### src/rtl/tmr_pkg.sv
// Shared definitions for the prescaled timer: register address codes.
package tmr_pkg;
    typedef enum logic {
        REG_LO = 1'b0,
        REG_HI = 1'b1
    } reg_addr_e;
endpackage

### src/rtl/tmr_edge_src.sv
// External pin edge source. Samples the pin on the system clock and produces
// a one-cycle pulse per rising edge. With sync_en_i set the last of
// SYNC_STAGES flops feeds the detector; otherwise the first flop does.
// Assumes pin edges are slower than half the system clock.
module tmr_edge_src #(
    parameter int SYNC_STAGES = 2
) (
    input  logic clk,
    input  logic rst_n,
    input  logic pin_i,
    input  logic sync_en_i,
    output logic rise_o
);
    logic [SYNC_STAGES-1:0] stage_q;
    logic                   sel_w;
    logic                   prev_q;

    // Shift the pin through the sampling chain.
    always_ff @(posedge clk) begin
        if (!rst_n) begin
            stage_q <= '0;
        end else begin
            stage_q[0] <= pin_i;
            for (int i = 1; i < SYNC_STAGES; i++) begin
                stage_q[i] <= stage_q[i-1];
            end
        end
    end

    // Pick the tap that feeds the edge detector.
    generate
        if (SYNC_STAGES > 1) begin : g_tap
            assign sel_w = sync_en_i ? stage_q[SYNC_STAGES-1] : stage_q[0];
        end else begin : g_single
            assign sel_w = stage_q[0];
        end
    endgenerate

    // Remember the previous tap value for edge detection.
    always_ff @(posedge clk) begin
        if (!rst_n) prev_q <= 1'b0;
        else        prev_q <= sel_w;
    end

    assign rise_o = sel_w & ~prev_q;
endmodule

### src/rtl/tmr_prescaler.sv
// Power-of-two prescaler. Emits step_o on every 2^sel_i-th input pulse.
// Compares only the low sel_i bits, so changing sel_i needs no reset.
// clr_i restarts the count without touching sel_i.
module tmr_prescaler #(
    parameter int SEL_W = 2
) (
    input  logic             clk,
    input  logic             rst_n,
    input  logic             pulse_i,
    input  logic [SEL_W-1:0] sel_i,
    input  logic             clr_i,
    output logic             step_o
);
    localparam int PCNT_W = (1 << SEL_W) - 1;

    logic [PCNT_W-1:0] pcnt_q;
    logic [PCNT_W-1:0] mask_w;

    // Build a mask with sel_i low bits set.
    always_comb begin
        for (int b = 0; b < PCNT_W; b++) begin
            mask_w[b] = (b < int'(sel_i));
        end
    end

    assign step_o = pulse_i && ((pcnt_q & mask_w) == mask_w);

    // Advance or restart the prescale count.
    always_ff @(posedge clk) begin
        if (!rst_n || clr_i) begin
            pcnt_q <= '0;
        end else if (pulse_i) begin
            pcnt_q <= step_o ? '0 : pcnt_q + 1'b1;
        end
    end
endmodule

### src/rtl/tmr_count_core.sv
// Counter, high-byte holding buffer, byte read mux and overflow flag.
// A low-byte write loads {buffer, data}; a low-byte read refreshes the buffer.
// Assumes at most one of read/write per cycle; a write wins if both occur.
module tmr_count_core #(
    parameter int DATA_W = 8
) (
    input  logic                clk,
    input  logic                rst_n,
    input  logic                step_i,
    input  logic                rd_en_i,
    input  logic                wr_en_i,
    input  logic                addr_i,
    input  logic [DATA_W-1:0]   wdata_i,
    input  logic                ovf_clr_i,
    output logic [DATA_W-1:0]   rdata_o,
    output logic [2*DATA_W-1:0] count_o,
    output logic [DATA_W-1:0]   hbuf_o,
    output logic                ovf_flag_o
);
    import tmr_pkg::*;
    localparam int CNT_W = 2 * DATA_W;

    logic [CNT_W-1:0]  cnt_q;
    logic [DATA_W-1:0] hbuf_q;
    logic              flag_q;
    logic              wr_lo, wr_hi, rd_lo, ovf_evt;

    assign wr_lo   = wr_en_i && (addr_i == REG_LO);
    assign wr_hi   = wr_en_i && (addr_i == REG_HI);
    assign rd_lo   = rd_en_i && (addr_i == REG_LO);
    assign ovf_evt = step_i && !wr_lo && (cnt_q == {CNT_W{1'b1}});

    // Load or advance the count.
    always_ff @(posedge clk) begin
        if (!rst_n)      cnt_q <= '0;
        else if (wr_lo)  cnt_q <= {hbuf_q, wdata_i};
        else if (step_i) cnt_q <= cnt_q + 1'b1;
    end

    // Fill the high-byte buffer from the bus or from the live count.
    always_ff @(posedge clk) begin
        if (!rst_n)     hbuf_q <= '0;
        else if (wr_hi) hbuf_q <= wdata_i;
        else if (rd_lo) hbuf_q <= cnt_q[CNT_W-1:DATA_W];
    end

    // Overflow flag: set wins over clear.
    always_ff @(posedge clk) begin
        if (!rst_n)         flag_q <= 1'b0;
        else if (ovf_evt)   flag_q <= 1'b1;
        else if (ovf_clr_i) flag_q <= 1'b0;
    end

    // Byte read mux.
    always_comb begin
        rdata_o = '0;
        if (rd_en_i) begin
            rdata_o = (addr_i == REG_LO) ? cnt_q[DATA_W-1:0] : hbuf_q;
        end
    end

    assign count_o    = cnt_q;
    assign hbuf_o     = hbuf_q;
    assign ovf_flag_o = flag_q;
endmodule

### src/rtl/pscl_timer16.sv
// Prescaled timer/counter top. Selects tick strobe or external edges, gates
// them with run_en_i, divides through the prescaler and counts. A low-byte
// write also restarts the prescaler.
module pscl_timer16 #(
    parameter int DATA_W      = 8,
    parameter int PRE_SEL_W   = 2,
    parameter int SYNC_STAGES = 2
) (
    input  logic                 clk,
    input  logic                 rst_n,
    input  logic                 tick_i,
    input  logic                 ext_clk_i,
    input  logic                 src_ext_i,
    input  logic                 sync_en_i,
    input  logic [PRE_SEL_W-1:0] pre_sel_i,
    input  logic                 run_en_i,
    input  logic                 rd_en_i,
    input  logic                 wr_en_i,
    input  logic                 addr_i,
    input  logic [DATA_W-1:0]    wdata_i,
    output logic [DATA_W-1:0]    rdata_o,
    input  logic                 ovf_clr_i,
    output logic                 ovf_flag_o
);
    import tmr_pkg::*;

    logic                  ext_rise_w;
    logic                  src_pulse_w;
    logic                  step_w;
    logic                  pre_clr_w;
    logic [2*DATA_W-1:0]   count_w;
    logic [DATA_W-1:0]     hbuf_w;

    tmr_edge_src #(.SYNC_STAGES(SYNC_STAGES)) u_edge (
        .clk       (clk),
        .rst_n     (rst_n),
        .pin_i     (ext_clk_i),
        .sync_en_i (sync_en_i),
        .rise_o    (ext_rise_w)
    );

    assign src_pulse_w = run_en_i && (src_ext_i ? ext_rise_w : tick_i);
    assign pre_clr_w   = wr_en_i && (addr_i == REG_LO);

    tmr_prescaler #(.SEL_W(PRE_SEL_W)) u_pre (
        .clk     (clk),
        .rst_n   (rst_n),
        .pulse_i (src_pulse_w),
        .sel_i   (pre_sel_i),
        .clr_i   (pre_clr_w),
        .step_o  (step_w)
    );

    tmr_count_core #(.DATA_W(DATA_W)) u_core (
        .clk        (clk),
        .rst_n      (rst_n),
        .step_i     (step_w),
        .rd_en_i    (rd_en_i),
        .wr_en_i    (wr_en_i),
        .addr_i     (addr_i),
        .wdata_i    (wdata_i),
        .ovf_clr_i  (ovf_clr_i),
        .rdata_o    (rdata_o),
        .count_o    (count_w),
        .hbuf_o     (hbuf_w),
        .ovf_flag_o (ovf_flag_o)
    );
endmodule

### config.mk
export PLATFORM = sky130hd
export DESIGN_NAME = pscl_timer16
export DESIGN_NICKNAME = d
export VERILOG_FILES = /design/src/rtl/tmr_pkg.sv /design/src/rtl/tmr_edge_src.sv /design/src/rtl/tmr_prescaler.sv /design/src/rtl/tmr_count_core.sv /design/src/rtl/pscl_timer16.sv
export SDC_FILE = /design/constraint.sdc
export NUM_CORES = 1
export LEC_CHECK = 0
export BUFFER_PORTS_ARGS = -buffer_cell sky130_fd_sc_hd__clkbuf_2
export CORE_UTILIZATION = 59
export CTS_CLUSTER_SIZE = 10
export DETAILED_ROUTE_END_ITERATION = 10
export PLACE_DENSITY = 0.89
export SLEW_MARGIN = 15
export SYNTH_ARGS = -nofsm -noshare
export SYNTH_HDL_FRONTEND = slang
export SYNTH_HIERARCHICAL = 1
export SYNTH_SLANG_ARGS = --single-unit
### constraint.sdc
create_clock -name clk -period 4.4 [get_ports clk]
set_clock_uncertainty 0.05 [all_clocks]
set_input_delay 0.22 -clock clk [delete_from_list [all_inputs] [get_ports clk]]
set_output_delay 0.22 -clock clk [all_outputs]
set_load 0.01 [all_outputs]
=== Word level (Yosys, flattened, before mapping) ===
Cells that the tools add are included.

* Add/sub/neg operators: 2
* $mul: 0
* Div/mod/pow operators: 0
* $lt $le $gt $ge: 3
* Equality and inequality tests: 2
* Shifts and indexed selects: 0
* Mux-type cells: 11
* Bitwise logic cells: 4
* Reductions and logical operators: 13

{| class="wikitable"
|+ Operators by type and width
! kind !! number
|-
| $mux W16 || 2
|-
| $mux W8 || 4
|-
| $add A16 B1 Y16 const B || 1
|-
| $eq A16 B16 Y1 const B || 1
|-
| $logic_and A1 B1 Y1 || 7
|-
| $reduce_bool A2 Y1 || 3
|-
| $lt A1 B2 Y1 const A || 2
|-
| $mux W1 || 4
|-
| $add A3 B1 Y3 const B || 1
|-
| $and A3 B3 Y3 || 1
|-
| $eq A3 B3 Y1 || 1
|-
| $mux W3 || 1
|-
| $logic_not A1 Y1 || 2
|-
| $lt A2 B2 Y1 const A || 1
|-
| $not A1 Y1 || 2
|-
| $and A1 B1 Y1 || 1
|-
| $logic_or A1 B1 Y1 || 1
|}

* Register bits: 31
* Bits in latches: 0
* RAM bits: 0
* ROM bits: 0
* Input port bits: 21
* Output and inout bits: 9
* Word-level logic and storage cells: 41
* Memories kept: 0

=== Depth between registers and ports, before layout ===
* Word-level depth: 8
* Depth in mapped cells: 10
* Mapped depth without buffers: 10

=== Hierarchy ===
Netlist, hierarchy kept.

{| class="wikitable"
|+ By module, submodules not included
! module !! instances !! cells each !! area each (µm²)
|-
| tmr_count_core || 1 || 154 || 1430.1
|-
| tmr_prescaler || 1 || 19 || 183.9
|-
| tmr_edge_src || 1 || 8 || 92.6
|-
| pscl_timer16 || 1 || 3 || 22.5
|}

=== Worst setup path after synthesis ===
No wires, ideal clock.

* Kind: register to register
* Start point: reg u_edge.stage_q[0]
* End point: reg u_core.cnt_q[14] (netlist: u_core/count_o[14])
* Arrival time: 2.076 ns
* Required time: 4.217 ns
* Slack: 2.141 ns
* Cell stages (with the launch flop): 11
* Buffers on the path: 0
* Path through: dfxtp_1 > mux2i_1 > nor2_1 > mux2i_1 > nor2b_1 > a21boi_1 > and2_1 > nand4_4 > nor4_4 > xnor2_1 > a21oi_1

* Cells in the longest elaborated chain, start to end: 6

{| class="wikitable"
|+ Ends and longest elaborated chain
! what !! line !! RTL
|-
| start, declared || tmr_edge_src.sv:14 || <nowiki>logic [SYNC_STAGES-1:0] stage_q;</nowiki>
|-
| start signal, assigned || tmr_edge_src.sv:23 || <nowiki>stage_q[0] <= pin_i;</nowiki>
|-
| start signal, assigned by index || tmr_edge_src.sv:25 || <nowiki>stage_q[i] <= stage_q[i-1];</nowiki>
|-
| $mux W1 || tmr_edge_src.sv:33 || <nowiki>assign sel_w = sync_en_i ? stage_q[SYNC_STAGES-1] : stage_q[0];</nowiki>
|-
| $and A1 B1 Y1 || tmr_edge_src.sv:45 || <nowiki>assign rise_o = sel_w & ~prev_q;</nowiki>
|-
| via ext_rise_w || pscl_timer16.sv:27 || <nowiki>logic ext_rise_w;</nowiki>
|-
| $mux W1 || pscl_timer16.sv:42 || <nowiki>assign src_pulse_w = run_en_i && (src_ext_i ? ext_rise_w : tick_i);</nowiki>
|-
| $logic_and A1 B1 Y1 || pscl_timer16.sv:42 ||
|-
| via src_pulse_w || pscl_timer16.sv:28 || <nowiki>logic src_pulse_w;</nowiki>
|-
| $logic_and A1 B1 Y1 || tmr_prescaler.sv:26 || <nowiki>assign step_o = pulse_i && ((pcnt_q & mask_w) == mask_w);</nowiki>
|-
| via step_w || pscl_timer16.sv:29 || <nowiki>logic step_w;</nowiki>
|-
| $reduce_bool A2 Y1 (no source line) || -- ||
|-
| end signal, assigned || tmr_count_core.sv:36 || <nowiki>else if (wr_lo) cnt_q <= {hbuf_q, wdata_i};</nowiki>
|-
| end signal, assigned || tmr_count_core.sv:37 || <nowiki>else if (step_i) cnt_q <= cnt_q + 1'b1;</nowiki>
|-
| end, declared || tmr_count_core.sv:23 || <nowiki>logic [CNT_W-1:0] cnt_q;</nowiki>
|}

The timed path passes the listed nets, and every way through them passes these cells.
A chain may end at the register's enable or synchronous reset.

=== Worst setup path after layout ===
* Start point: reg u_edge.stage_q[0]
* End point: reg u_core.cnt_q[12] (netlist: u_core/count_o[12])

Same word-level chain as after synthesis.

==> results.md <==
* Outcome: completed
* Setup TNS at 0 ps
* WP data arrival at 2710 ps
* Met3 Use GR at 7.91%
* P&R area growth vs syn at 12.7%
* Sequential share of power at 53.4%
* Leakage power at 0.889 nW
* Syn nets at 207
* Synth Area in Adders at 1.45%
* Dominant cell type by area after synthesis: dfxtp_1
* Mean Syn Cell Area at 9.40 um^2
* Starting Density at 62.7%
* Post-synthesis xor/xnor area fraction at 8.10%
* Fin. max-slew vios at 0
* Tot Pwr at 0.595 mW
* Main combinational cell family by area after synthesis: simple AND/OR/NAND/NOR gates
* Worst-margin pin slew at 1070 ps
* Die height at 56.1 um
* Placed cells at 236
* Global-route wire length before repair at 6.44 mm
* Layout cell share with drive strength beyond 1 at 21.6%
* Grt met2 use at 43.0%
* Port bufs at 29
* Dpl hpwl at 2.65 mm
* Worst VDD drop at 0.237 mV
* GR Util All Layers at 26.3%
* # setup viols final at 0
* Synthesized flop and latch total at 31
* Avg Vias per Cell at 6.04
* Wire per inst at 15.1 um
* Yosys top cell area share at 35.9%
* Root Buffer: clkbuf_4
* Slowest cell on crit path: and2_1
* Max Freq at 0.389 GHz
* Mux contribution to synthesized area at 11.6%
* Clock Pin Slew Worst Setup and Hold Paths at 100 ps
* Initial DRC count at 86
* CP Launch Type: flop
* Clock power share at 32.4%
* Crit Path Category: reg -> reg
* CTS sink count at 31
* Total of warnings raised by yosys at 6
* Rows at 19
* Critical-path cell list: mux2i_1 -> nor2_1 -> mux2i_1 -> nor2b_1 -> a21boi_1 -> and2_1 -> nand4_4 -> nor4_2 -> xnor2_1 -> a21oi_1
* Clk_lat worst skew at 340 ps
* Area of the core at 2760 um^2
* Sw frac at 27.5%
* Post-CTS setup buffers at 0
* CTS tree: done
* Via count at 1473
* Cell area after synthesis at 1730 um^2
* Critical Path Max Stage Delay at 380 ps
* Cell area after layout at 1950 um^2
* Pin count of the biggest net entering global routing at 34
* Final hold slack at 31.8 ps
* Slew HR at 28.4%
* Required @ worst endpoint at 4540 ps
* GPL Wtd Cong at 0.834
* Synth cell types at 28
* Die Area at 3150 um^2
* Post_cts resized at 0
* Worst Path Max Fanout at 6
* Hold Path Class: in -> reg
* Crit end category: flop
* Final net count at 235
* Final worst-path cycle share at 58.5%
* WP buf/inv at 0
* Final ANT Viol Nets at 0
* Area contributors post-synth: dfxtp_1 36%, mux2i_1 12%, o211a_1 7.5%, xnor2_1 6.1%, nand2_1 4.6%
* DR pass1 iterations at 4
* CTS buffer count at 5
* Placed Area at 1880 um^2
* Tmin final at 2570 ps
* GR Layer Usage met1 at 30.8%
* Comb power frac at 14.2%
* Mapped Cells at 184
* Post-route DRC at 0
* Sequential area share after synthesis at 35.9%
* Internal power at 0.432 mW
* Grt peak-use layer: met2
* I/O Pins at 30
* PwrDens at 305 nW/um^2
* Vias in the first global route at 1470
* Cell Count, Final, Fillers Out at 244
* Routed WL at 3.68 mm
* CP delay by family, top: simple AND/OR/NAND/NOR gates
* Clock Tree Buf Depth at 2
* Net switching power at 0.163 mW
* Synth Area in Simple Gates at 23.3%
* # H-tree levels at 2
* Final hold vios at 0
* Total gr overflow at 0
* Critical Path Most Common Cell: mux2i_1
* Hold_buf cts at 0
* Max_cap viols at 0
* Synth Area in Compound Gates at 17.1%
* RSZ-0062 raised after global routing: no
* Diode count at 0
* DIE WIDTH at 56.1 um
* Initial antenna violation count at 0
-- final cells by class --
| type | count | area, um^2 |
|---|---|---|
| flip-flops and latches | 31 | 621 |
| multi-input cells | 142 | 1060 |
| repair buffers | 29 | 145 |
| inverters | 3 | 11.3 |
| well taps | 31 | 38.8 |
| fillers | 202 | 808 |
| clock buffers | 8 | 68.8 |
-- Yosys cell counts --
cell type	count
nor2b_1	12
nor4_2	3
nand4_4	3
nand4_1	3
nor4_4	1
clkbuf_1	6
a21oi_1	12
nor3_1	4
a211oi_2	1
dfxtp_1	31
ha_1	2
and2_1	3
nor2_1	4
o211a_1	13
o211ai_1	1
xor2_1	4
a211oi_1	1
xnor2_1	12
o21ai_2	1
nand2_1	21
a21boi_1	2
nand2b_1	4
o21ai_0	11
nand3_1	3
inv_1	3
buf_2	2
mux2i_1	20
nor2b_4	1
-- layer usage --
metal  wire [um]  vias up  part of all wire [%]
met5           0        -                     0
met4          96        0                   2.6
met3         230       11                   6.2
met2        1780       48                    48
met1        1570      703                    43
li1            -      711                     -
-- kinds of logic (layout without fill, tap and decap cells) --
logic type	after synthesis	after routing
and+or+nand+nor	62	62
AOI/OAI and AO/OA	42	42
DFF	31	31
muxes	20	20
xor gates and xnor gates	16	16
buffers and inverters	11	40
adders and majority gates	2	2
-- worst paths after layout --
kind / startpoint / endpoint / slack [ps] / cells after the start
setup / recovery: u_edge/stage_q[0]$_SDFF_PN0_ / u_core/count_o[12]$_SDFFE_PN0P_ / 1830 / 10
setup reg to reg: u_edge/stage_q[0]$_SDFF_PN0_ / u_core/count_o[12]$_SDFFE_PN0P_ / 1830 / 10
hold reg to reg: u_edge/stage_q[0]$_SDFF_PN0_ / u_edge/stage_q[1]$_SDFF_PN0_ / 420 / 1
hold / removal: ext_clk_i / u_edge/stage_q[0]$_SDFF_PN0_ / 30 / 2
-- metrics by stage --
stage               util (%)  worst slack (ps)
finish                  70.7              1830
global route            70.7              1530
CTS                     70.7              1820
detailed placement      68.2              1740
global placement        68.2              1930
floorplan                  -              2140
-- layout by cell type (no fill, tap or decap) --
cell / synthesis / final
a211oi_1: 1 / 1
clkbuf_2: 0 / 29
nand4_1: 3 / 3
o21ai_2: 1 / 1
and2_1: 3 / 3
a21oi_1: 12 / 12
inv_1: 3 / 3
xnor2_1: 12 / 12
nor2b_4: 1 / 1
nand4_4: 3 / 3
clkbuf_8: 0 / 2
dfxtp_1: 31 / 31
ha_1: 2 / 2
nor4_2: 3 / 3
nor4_4: 1 / 1
nor2_1: 4 / 4
mux2i_1: 20 / 20
xor2_1: 4 / 4
o211a_1: 13 / 13
nand2_1: 21 / 21
nand3_1: 3 / 3
clkbuf_4: 0 / 5
nor2b_1: 12 / 12
a211oi_2: 1 / 1
o21ai_0: 11 / 11
a21boi_1: 2 / 2
o211ai_1: 1 / 1
nand2b_1: 4 / 4
nor3_1: 4 / 4
clkbuf_1: 6 / 1
-- power by group through the flow --
stage / clock network (mW) / registers, mW / logic (mW)
floorplan: 0 / 0.319 / 0.0595
global placement: 0 / 0.322 / 0.0801
detailed placement: 0 / 0.324 / 0.0835
CTS: 0.197 / 0.318 / 0.0841
global route: 0.210 / 0.320 / 0.0935
finish: 0.193 / 0.318 / 0.0845
-- flip-flops by register name, summed over array words and instances, names as in the netlist --
signal	cells
u_edge/stage_q	2
u_core/ovf_flag_o	1
u_core/hbuf_o	8
u_pre/pcnt_q	3
u_edge/prev_q	1
u_core/count_o	16
(Power assumes the default switching activity.)
